`config.mk`:
```
export PLATFORM = sky130hd
export DESIGN_NAME = gpio_irq_ctrl
export DESIGN_NICKNAME = d
export VERILOG_FILES = /design/src/rtl/gpio_irq_pkg.sv /design/src/rtl/gpio_irq_rst_sync.sv /design/src/rtl/gpio_irq_line_cond.sv /design/src/rtl/gpio_irq_port.sv /design/src/rtl/gpio_irq_ctrl.sv
export SDC_FILE = /design/constraint.sdc
export NUM_CORES = 1
export LEC_CHECK = 0
export ABC_AREA = 1
export CAP_MARGIN = 15
export CORE_MARGIN = 3
export CORE_UTILIZATION = 61
export CTS_CLUSTER_DIAMETER = 40
export DETAILED_ROUTE_END_ITERATION = 8
export PLACE_DENSITY = 0.8
export SETUP_SLACK_MARGIN = 0.1
export SLEW_MARGIN = 10
export SYNTH_ARGS = -nofsm -noshare
export SYNTH_HDL_FRONTEND = slang
export SYNTH_HIERARCHICAL = 1
export SYNTH_SLANG_ARGS = --single-unit
```
`constraint.sdc`:
```
create_clock -name clk -period 10.4 [get_ports clk]
set_input_delay 1.04 -clock clk [delete_from_list [all_inputs] [get_ports clk]]
set_output_delay 1.04 -clock clk [all_outputs]
set_load 0.01 [all_outputs]
```
`src/rtl/gpio_irq_pkg.sv`:
```
package gpio_irq_pkg;

  localparam int unsigned ADDR_W    = 8;
  localparam int unsigned NUM_PORTS = 3;

  localparam logic [ADDR_W-1:0] OFS_MODE = 8'h00;
  localparam logic [ADDR_W-1:0] OFS_POL  = 8'h04;
  localparam logic [ADDR_W-1:0] OFS_ACK  = 8'h08;
  localparam logic [ADDR_W-1:0] OFS_EN   = 8'h0C;
  localparam logic [ADDR_W-1:0] OFS_STAT = 8'h10;
  localparam logic [ADDR_W-1:0] OFS_DEB  = 8'h18;

  typedef enum logic [2:0] {
    FLD_NONE,
    FLD_MODE,
    FLD_POL,
    FLD_ACK,
    FLD_EN,
    FLD_STAT,
    FLD_DEB
  } reg_field_e;

  function automatic reg_field_e field_of(input logic [ADDR_W-1:0] addr,
                                          input logic [ADDR_W-1:0] base);
    logic [ADDR_W-1:0] rel;
    rel = addr - base;
    case (rel)
      OFS_MODE: field_of = FLD_MODE;
      OFS_POL:  field_of = FLD_POL;
      OFS_ACK:  field_of = FLD_ACK;
      OFS_EN:   field_of = FLD_EN;
      OFS_STAT: field_of = FLD_STAT;
      OFS_DEB:  field_of = FLD_DEB;
      default:  field_of = FLD_NONE;
    endcase
  endfunction

endpackage

```
`src/rtl/gpio_irq_rst_sync.sv`:
```
module gpio_irq_rst_sync (
  input  logic clk,
  input  logic rst_n,
  output logic rst_sync_n
);

  logic stage_q;
  logic out_q;

  always_ff @(posedge clk or negedge rst_n) begin
    if (!rst_n) begin
      stage_q <= 1'b0;
      out_q   <= 1'b0;
    end else begin
      stage_q <= 1'b1;
      out_q   <= stage_q;
    end
  end

  assign rst_sync_n = out_q;

endmodule

```
`src/rtl/gpio_irq_line_cond.sv`:
```
module gpio_irq_line_cond #(
  parameter int unsigned DB_COUNT = 4
) (
  input  logic clk,
  input  logic rst_n,
  input  logic tick,
  input  logic deb_en,
  input  logic pin,
  output logic filt
);

  localparam int unsigned CW = (DB_COUNT > 1) ? $clog2(DB_COUNT) : 1;
  localparam logic [CW-1:0] CNT_LAST = CW'(DB_COUNT - 1);

  logic          meta_q;
  logic          sync_q;
  logic          filt_q;
  logic          filt_d;
  logic [CW-1:0] cnt_q;
  logic [CW-1:0] cnt_d;

  // next-state: bypass, or count consecutive differing ticks
  always_comb begin
    filt_d = filt_q;
    cnt_d  = cnt_q;
    if (!deb_en) begin
      filt_d = sync_q;
      cnt_d  = '0;
    end else if (tick) begin
      if (sync_q != filt_q) begin
        if (cnt_q == CNT_LAST) begin
          filt_d = sync_q;
          cnt_d  = '0;
        end else begin
          cnt_d = cnt_q + 1'b1;
        end
      end else begin
        cnt_d = '0;
      end
    end
  end

  always_ff @(posedge clk or negedge rst_n) begin
    if (!rst_n) begin
      meta_q <= 1'b0;
      sync_q <= 1'b0;
      filt_q <= 1'b0;
      cnt_q  <= '0;
    end else begin
      meta_q <= pin;
      sync_q <= meta_q;
      filt_q <= filt_d;
      cnt_q  <= cnt_d;
    end
  end

  assign filt = filt_q;

  // a debounced line only moves on a tick
  a_r6_hold_between_ticks: assert property (@(posedge clk) disable iff (!rst_n)
    (deb_en && !tick) |=> $stable(filt_q));

  // without debounce the filtered level trails the synchronizer by one edge
  a_r7_bypass_follows: assert property (@(posedge clk) disable iff (!rst_n)
    !deb_en |=> (filt_q == $past(sync_q)));

endmodule

```
`src/rtl/gpio_irq_port.sv`:
```
module gpio_irq_port
  import gpio_irq_pkg::*;
#(
  parameter logic [ADDR_W-1:0] BASE     = 8'h90,
  parameter int unsigned       LINES    = 8,
  parameter int unsigned       DB_COUNT = 4
) (
  input  logic              clk,
  input  logic              rst_n,
  input  logic              tick,
  input  logic [LINES-1:0]  pins,
  input  logic              bus_en,
  input  logic              bus_we,
  input  logic [ADDR_W-1:0] bus_addr,
  input  logic [LINES-1:0]  bus_wdata,
  output logic              rd_hit,
  output logic [LINES-1:0]  rd_data,
  output logic [LINES-1:0]  status
);

  reg_field_e       fld;
  logic             wr_go;
  logic             mode_we, pol_we, en_we, deb_we, ack_we;

  logic [LINES-1:0] mode_q, mode_d;
  logic [LINES-1:0] pol_q,  pol_d;
  logic [LINES-1:0] en_q,   en_d;
  logic [LINES-1:0] deb_q,  deb_d;
  logic [LINES-1:0] latch_q, latch_d;
  logic [LINES-1:0] prev_q;
  logic [LINES-1:0] filt;
  logic [LINES-1:0] edge_ev;
  logic [LINES-1:0] ack_clr;
  logic [LINES-1:0] level_hit;

  // per-line conditioning
  for (genvar i = 0; i < LINES; i++) begin : g_line
    gpio_irq_line_cond #(
      .DB_COUNT (DB_COUNT)
    ) u_cond (
      .clk    (clk),
      .rst_n  (rst_n),
      .tick   (tick),
      .deb_en (deb_q[i]),
      .pin    (pins[i]),
      .filt   (filt[i])
    );
  end

  // address decode and write enables
  assign fld     = field_of(bus_addr, BASE);
  assign wr_go   = bus_en & bus_we;
  assign mode_we = wr_go & (fld == FLD_MODE);
  assign pol_we  = wr_go & (fld == FLD_POL);
  assign en_we   = wr_go & (fld == FLD_EN);
  assign deb_we  = wr_go & (fld == FLD_DEB);
  assign ack_we  = wr_go & (fld == FLD_ACK);

  // event detection: transition of the filtered level into the selected state
  assign edge_ev   = (filt ^ prev_q) & ~(filt ^ pol_q);
  assign level_hit = ~(filt ^ pol_q);
  assign ack_clr   = ack_we ? bus_wdata : '0;

  // next-state
  always_comb begin
    mode_d  = mode_we ? bus_wdata : mode_q;
    pol_d   = pol_we  ? bus_wdata : pol_q;
    en_d    = en_we   ? bus_wdata : en_q;
    deb_d   = deb_we  ? bus_wdata : deb_q;
    // a fresh edge wins over an acknowledge in the same cycle
    latch_d = en_q & mode_q & (edge_ev | (latch_q & ~ack_clr));
  end

  always_ff @(posedge clk or negedge rst_n) begin
    if (!rst_n) begin
      mode_q  <= '0;
      pol_q   <= '0;
      en_q    <= '0;
      deb_q   <= '0;
      latch_q <= '0;
      prev_q  <= '0;
    end else begin
      mode_q  <= mode_d;
      pol_q   <= pol_d;
      en_q    <= en_d;
      deb_q   <= deb_d;
      latch_q <= latch_d;
      prev_q  <= filt;
    end
  end

  // status: latched for edge lines, live for level lines
  assign status = en_q & ((mode_q & latch_q) | (~mode_q & level_hit));

  // read path
  always_comb begin
    rd_hit  = bus_en & ~bus_we & (fld != FLD_NONE);
    rd_data = '0;
    if (rd_hit) begin
      case (fld)
        FLD_MODE: rd_data = mode_q;
        FLD_POL:  rd_data = pol_q;
        FLD_EN:   rd_data = en_q;
        FLD_STAT: rd_data = status;
        FLD_DEB:  rd_data = deb_q;
        default:  rd_data = '0;
      endcase
    end
  end

  for (genvar i = 0; i < LINES; i++) begin : g_chk
    // a latch can only rise after the filtered input changed
    a_r2_latch_needs_edge: assert property (@(posedge clk) disable iff (!rst_n)
      $rose(latch_q[i]) |-> $past(filt[i] != prev_q[i]));

    // an acknowledged line with no new edge is clear next cycle
    a_r3_ack_clears: assert property (@(posedge clk) disable iff (!rst_n)
      (ack_we && bus_wdata[i] && !edge_ev[i]) |=> !latch_q[i]);

    // a disabled line holds no pending latch
    a_r4_disable_drops: assert property (@(posedge clk) disable iff (!rst_n)
      !en_q[i] |=> !latch_q[i]);
  end

  // mode register takes the written value
  a_r9_mode_write: assert property (@(posedge clk) disable iff (!rst_n)
    mode_we |=> (mode_q == $past(bus_wdata)));

  // acknowledge register reads as zero
  a_r10_ack_reads_zero: assert property (@(posedge clk) disable iff (!rst_n)
    (bus_en && !bus_we && fld == FLD_ACK) |-> (rd_data == '0));

endmodule

```
`src/rtl/gpio_irq_ctrl.sv`:
```
module gpio_irq_ctrl
  import gpio_irq_pkg::*;
#(
  parameter int unsigned       LINES       = 8,
  parameter int unsigned       DB_PRESCALE = 16,
  parameter int unsigned       DB_COUNT    = 4,
  parameter logic [ADDR_W-1:0] A_BASE      = 8'h90,
  parameter logic [ADDR_W-1:0] B_BASE      = 8'hAC,
  parameter logic [ADDR_W-1:0] F_BASE      = 8'h4C
) (
  input  logic              clk,
  input  logic              rst_n,
  input  logic              bus_en,
  input  logic              bus_we,
  input  logic [ADDR_W-1:0] bus_addr,
  input  logic [LINES-1:0]  bus_wdata,
  output logic [LINES-1:0]  bus_rdata,
  input  logic [LINES-1:0]  gpio_a_in,
  input  logic [LINES-1:0]  gpio_b_in,
  input  logic [LINES-1:0]  gpio_f_in,
  output logic              irq_ab,
  output logic [LINES-1:0]  irq_f
);

  localparam int unsigned PW = (DB_PRESCALE > 1) ? $clog2(DB_PRESCALE) : 1;
  localparam logic [PW-1:0] PRE_RELOAD = PW'(DB_PRESCALE - 1);
  localparam logic [ADDR_W-1:0] PORT_BASES [NUM_PORTS] = '{A_BASE, B_BASE, F_BASE};

  logic                 rst_sync_n;
  logic [PW-1:0]        pre_q, pre_d;
  logic                 tick;
  logic [LINES-1:0]     port_pins [NUM_PORTS];
  logic [LINES-1:0]     port_rd   [NUM_PORTS];
  logic [LINES-1:0]     port_stat [NUM_PORTS];
  logic [NUM_PORTS-1:0] port_hit;

  gpio_irq_rst_sync u_rst (
    .clk        (clk),
    .rst_n      (rst_n),
    .rst_sync_n (rst_sync_n)
  );

  // shared sample-tick prescaler
  assign tick = (pre_q == '0);

  always_comb begin
    pre_d = tick ? PRE_RELOAD : (pre_q - 1'b1);
  end

  always_ff @(posedge clk or negedge rst_sync_n) begin
    if (!rst_sync_n) pre_q <= '0;
    else             pre_q <= pre_d;
  end

  assign port_pins[0] = gpio_a_in;
  assign port_pins[1] = gpio_b_in;
  assign port_pins[2] = gpio_f_in;

  for (genvar p = 0; p < NUM_PORTS; p++) begin : g_port
    gpio_irq_port #(
      .BASE     (PORT_BASES[p]),
      .LINES    (LINES),
      .DB_COUNT (DB_COUNT)
    ) u_port (
      .clk       (clk),
      .rst_n     (rst_sync_n),
      .tick      (tick),
      .pins      (port_pins[p]),
      .bus_en    (bus_en),
      .bus_we    (bus_we),
      .bus_addr  (bus_addr),
      .bus_wdata (bus_wdata),
      .rd_hit    (port_hit[p]),
      .rd_data   (port_rd[p]),
      .status    (port_stat[p])
    );
  end

  always_comb begin
    bus_rdata = '0;
    for (int p = 0; p < NUM_PORTS; p++) bus_rdata = bus_rdata | port_rd[p];
  end

  assign irq_ab = |(port_stat[0] | port_stat[1]);
  assign irq_f  = port_stat[2];

  // reads outside the map return zero
  a_r10_unmapped_zero: assert property (@(posedge clk) disable iff (!rst_sync_n)
    (bus_en && !bus_we && port_hit == '0) |-> (bus_rdata == '0));

  // at most one port claims a read
  a_r9_single_claim: assert property (@(posedge clk) disable iff (!rst_sync_n)
    $onehot0(port_hit));

endmodule

```
==> out/results.md <==
| Result | Reported |
|---|---|
| Status | finished clean |
| Overall fraction of global-route tracks in use | 27.1% |
| Via Count | 11400 |
| Count of non-filler cells in the finished layout | 2045 |
| Global-route wire length before repair | 53400 um |
| Post-detailed-placement half-perimeter wirelength | 21600 um |
| Largest net degree at the start of global routing | 82 |
| Antenna violation net count after detailed routing | 0 |
| Netlist area before placement | 13600 sq um |
| Path type of the worst min-delay path | flop to flop |
| Post-cts repair resize count | 0 |
| Number of input and output port buffers inserted | 60 |
| Detailed-route vias per instance | 5.55 |
| Number of nets produced by synthesis | 1717 |
| Final Setup Violations | 0 |
| Initial cell density of the core | 62.3% |
| Cts hold-fix bufs | 0 |
| Maximum fanout encountered on the critical timing path | 30 |
| DR WL/cell | 15.7 um |
| Final Slew Violations | 0 |
| Critical path class | input port to primary output |
| Tcrit/Tclk final | 55.1% |
| Antenna violations before repair | 0 |
| Boundary Pins | 61 |
| Clock root buffer master | sky130_fd_sc_hd__clkbuf_16 |
| Slew HR | 29.9% |
| Mean instance size in the synthesized netlist | 8.27 sq um |
| Highest cell delay on the worst timing path | 0.95 ns |
| Width of the die | 155 um |
| Critical path data arrival time | 4.69 ns |
| Number of buffers inserted to repair setup after CTS | 0 |
| Worst Max-Slew Pin Slew | 1.05 ns |
| First-pass DRT Iterations | 6 |
| Number of antenna repair diodes | 0 |
| Maximum level of the CTS H-tree | 2 |
| GPL Wtd Cong | 0.952 |
| Final clock skew | 0.0136 ns |
| Number of hold violations in the final report | 0 |
| Placed cell count | 1975 |
| Total wire length | 32100 um |
| Setup repair after global routing missed its margin | false |
| Maximum operating frequency | 174 MHz |
| Die outline area | 24200 sq um |
| Clock tree from TritonCTS | done |
| Clock latency of the later-clocked register in the worst-skew pair | 0.52 ns |
| Core Area | 21900 sq um |
| Worst IR drop on VDD | 150 uV |
| Critical Path Slowest Stage Cell | sky130_fd_sc_hd__clkdlybuf4s50_1 |
| Cells traversed along the worst timing path | clkdlybuf4s50_1 -> nand2_2 -> nand2_1 -> nand3_1 -> nor2_2 -> nand2_2 -> nand3_2 -> nor2_1 -> or3_1 -> clkdlybuf4s50_1 |
| Accumulated negative setup slack | 0 ns |
| Vias in the first global route | 11100 |
| Iteration-0 DRC Markers | 929 |
| Maximum buffer depth of the clock tree | 3 |
| DRC Markers | 0 |
| CTS clk-pin slew, worst paths | 0.05 ns |
| Number of sinks on the clock net | 270 |
| Share of layout cells above drive strength 1 | 11.9% |
| Row count | 54 |
| Total clock buffers created by CTS | 39 |
| Power density over the cells | 176 nW/um^2 |
| Syn. warnings | 6 |
| Critical Path Start Type | input port |
| Pleak | 7.99 nW |
| Global route total overflow | 0 |
| Synthesized instance count | 1648 |
| Data required time of the critical path | 9.36 ns |
| Post-layout nets | 1805 |
| Relative area change from synthesis to final layout | 16.6% |
| DIE HEIGHT | 155 um |
| Max-cap violation count | 0 |
| Crit. End Element | primary output |
| Post-layout min period | 5.73 ns |
==> final timing paths <==
kind                                                     startpoint                                    endpoint  slack [ns]  depth (start not counted)
max                                                     bus_addr[2]                                bus_rdata[5]        4.67                         10
min                        g_port[0].u_port/g_line[1].u_cond/meta_q    g_port[0].u_port/g_line[1].u_cond/sync_q        0.34                          0
max reg2reg                                                pre_q[0]  g_port[2].u_port/g_line[0].u_cond/cnt_q[0]        8.23                          9
min reg2reg                g_port[0].u_port/g_line[1].u_cond/meta_q    g_port[0].u_port/g_line[1].u_cond/sync_q        0.34                          0
max in group asynchronous                          u_rst/rst_sync_n                    g_port[1].u_port/en_q[0]        8.37                          1
min in group asynchronous                          u_rst/rst_sync_n                                    pre_q[0]        0.46                          0
==> cells in the final DEF, fill, tap and decap left out, drive strengths merged <==
master	instances
nand2	520
dfrtp	270
inv	218
o21ai	164
nor2	148
nand3	109
a21oi	62
clkdlybuf4s50	60
nand4	55
clkbuf	45
ha	25
or2	14
a31oi	14
mux2i	14
clkinv	11
or3	8
bufinv	7
clkinvlp	4
o21a	4
buf	4
nor3	4
xor2	2
nor3b	1
xnor2	1
conb	1
==> per-stage QoR <==
step	setup WS, ns	cell area (sq um)	total power [mW]	utilization, %	hold WS [ns]
6_report	4.67	15900	2.80	72.6	0.338
2_1_floorplan	2.32	13600	1.32	-	0.331
3_3_place_gp	4.79	14500	1.39	66.1	0.331
5_1_grt	4.40	15900	2.92	72.6	0.345
3_5_place_dp	4.71	14500	1.40	66.1	0.335
4_1_cts	4.70	15900	2.82	72.6	0.345
==> power breakdown <==
part,switching [mW],internal [mW]
clock,0.494,0.921
combinational,0.131,0.0834
sequential,0.0606,1.11
==> sequential cells by signal, summed over array words and instances, names as in the netlist <==
name	cells
g_port.u_port/g_line.u_cond/filt	24
g_port.u_port/g_line.u_cond/meta_q	24
g_port.u_port/deb_q	24
g_port.u_port/mode_q	24
g_port.u_port/prev_q	24
g_port.u_port/g_line.u_cond/cnt_q	48
g_port.u_port/en_q	24
g_port.u_port/pol_q	24
u_rst/rst_sync_n	1
g_port.u_port/latch_q	24
u_rst/stage_q	1
pre_q	4
g_port.u_port/g_line.u_cond/sync_q	24
==> critical path: cells and delay by family <==
kind	cells	cell delay [ns]
and+or+nand+nor	8	2.21
buffers and inverters	2	1.45
==> layer usage <==
metal	vias to the layer above	track usage, %	share of wire, %
li1	5519	-	-
met5	-	0	0
met2	408	44.9	47
met4	0	11.1	3.9
met3	103	4.45	7.1
met1	5321	35.6	42
==> area by class of cell <==
type,instances,area [sq um]
Inverter,215,810
Clock buffer,45,1070
Fill cell,1612,6000
Tap cell,280,350
Multi-Input combinational cell,1146,5910
Sequential cell,270,6760
Timing Repair Buffer,64,631
Clock inverter,25,363
(Power assumes the default switching activity.)
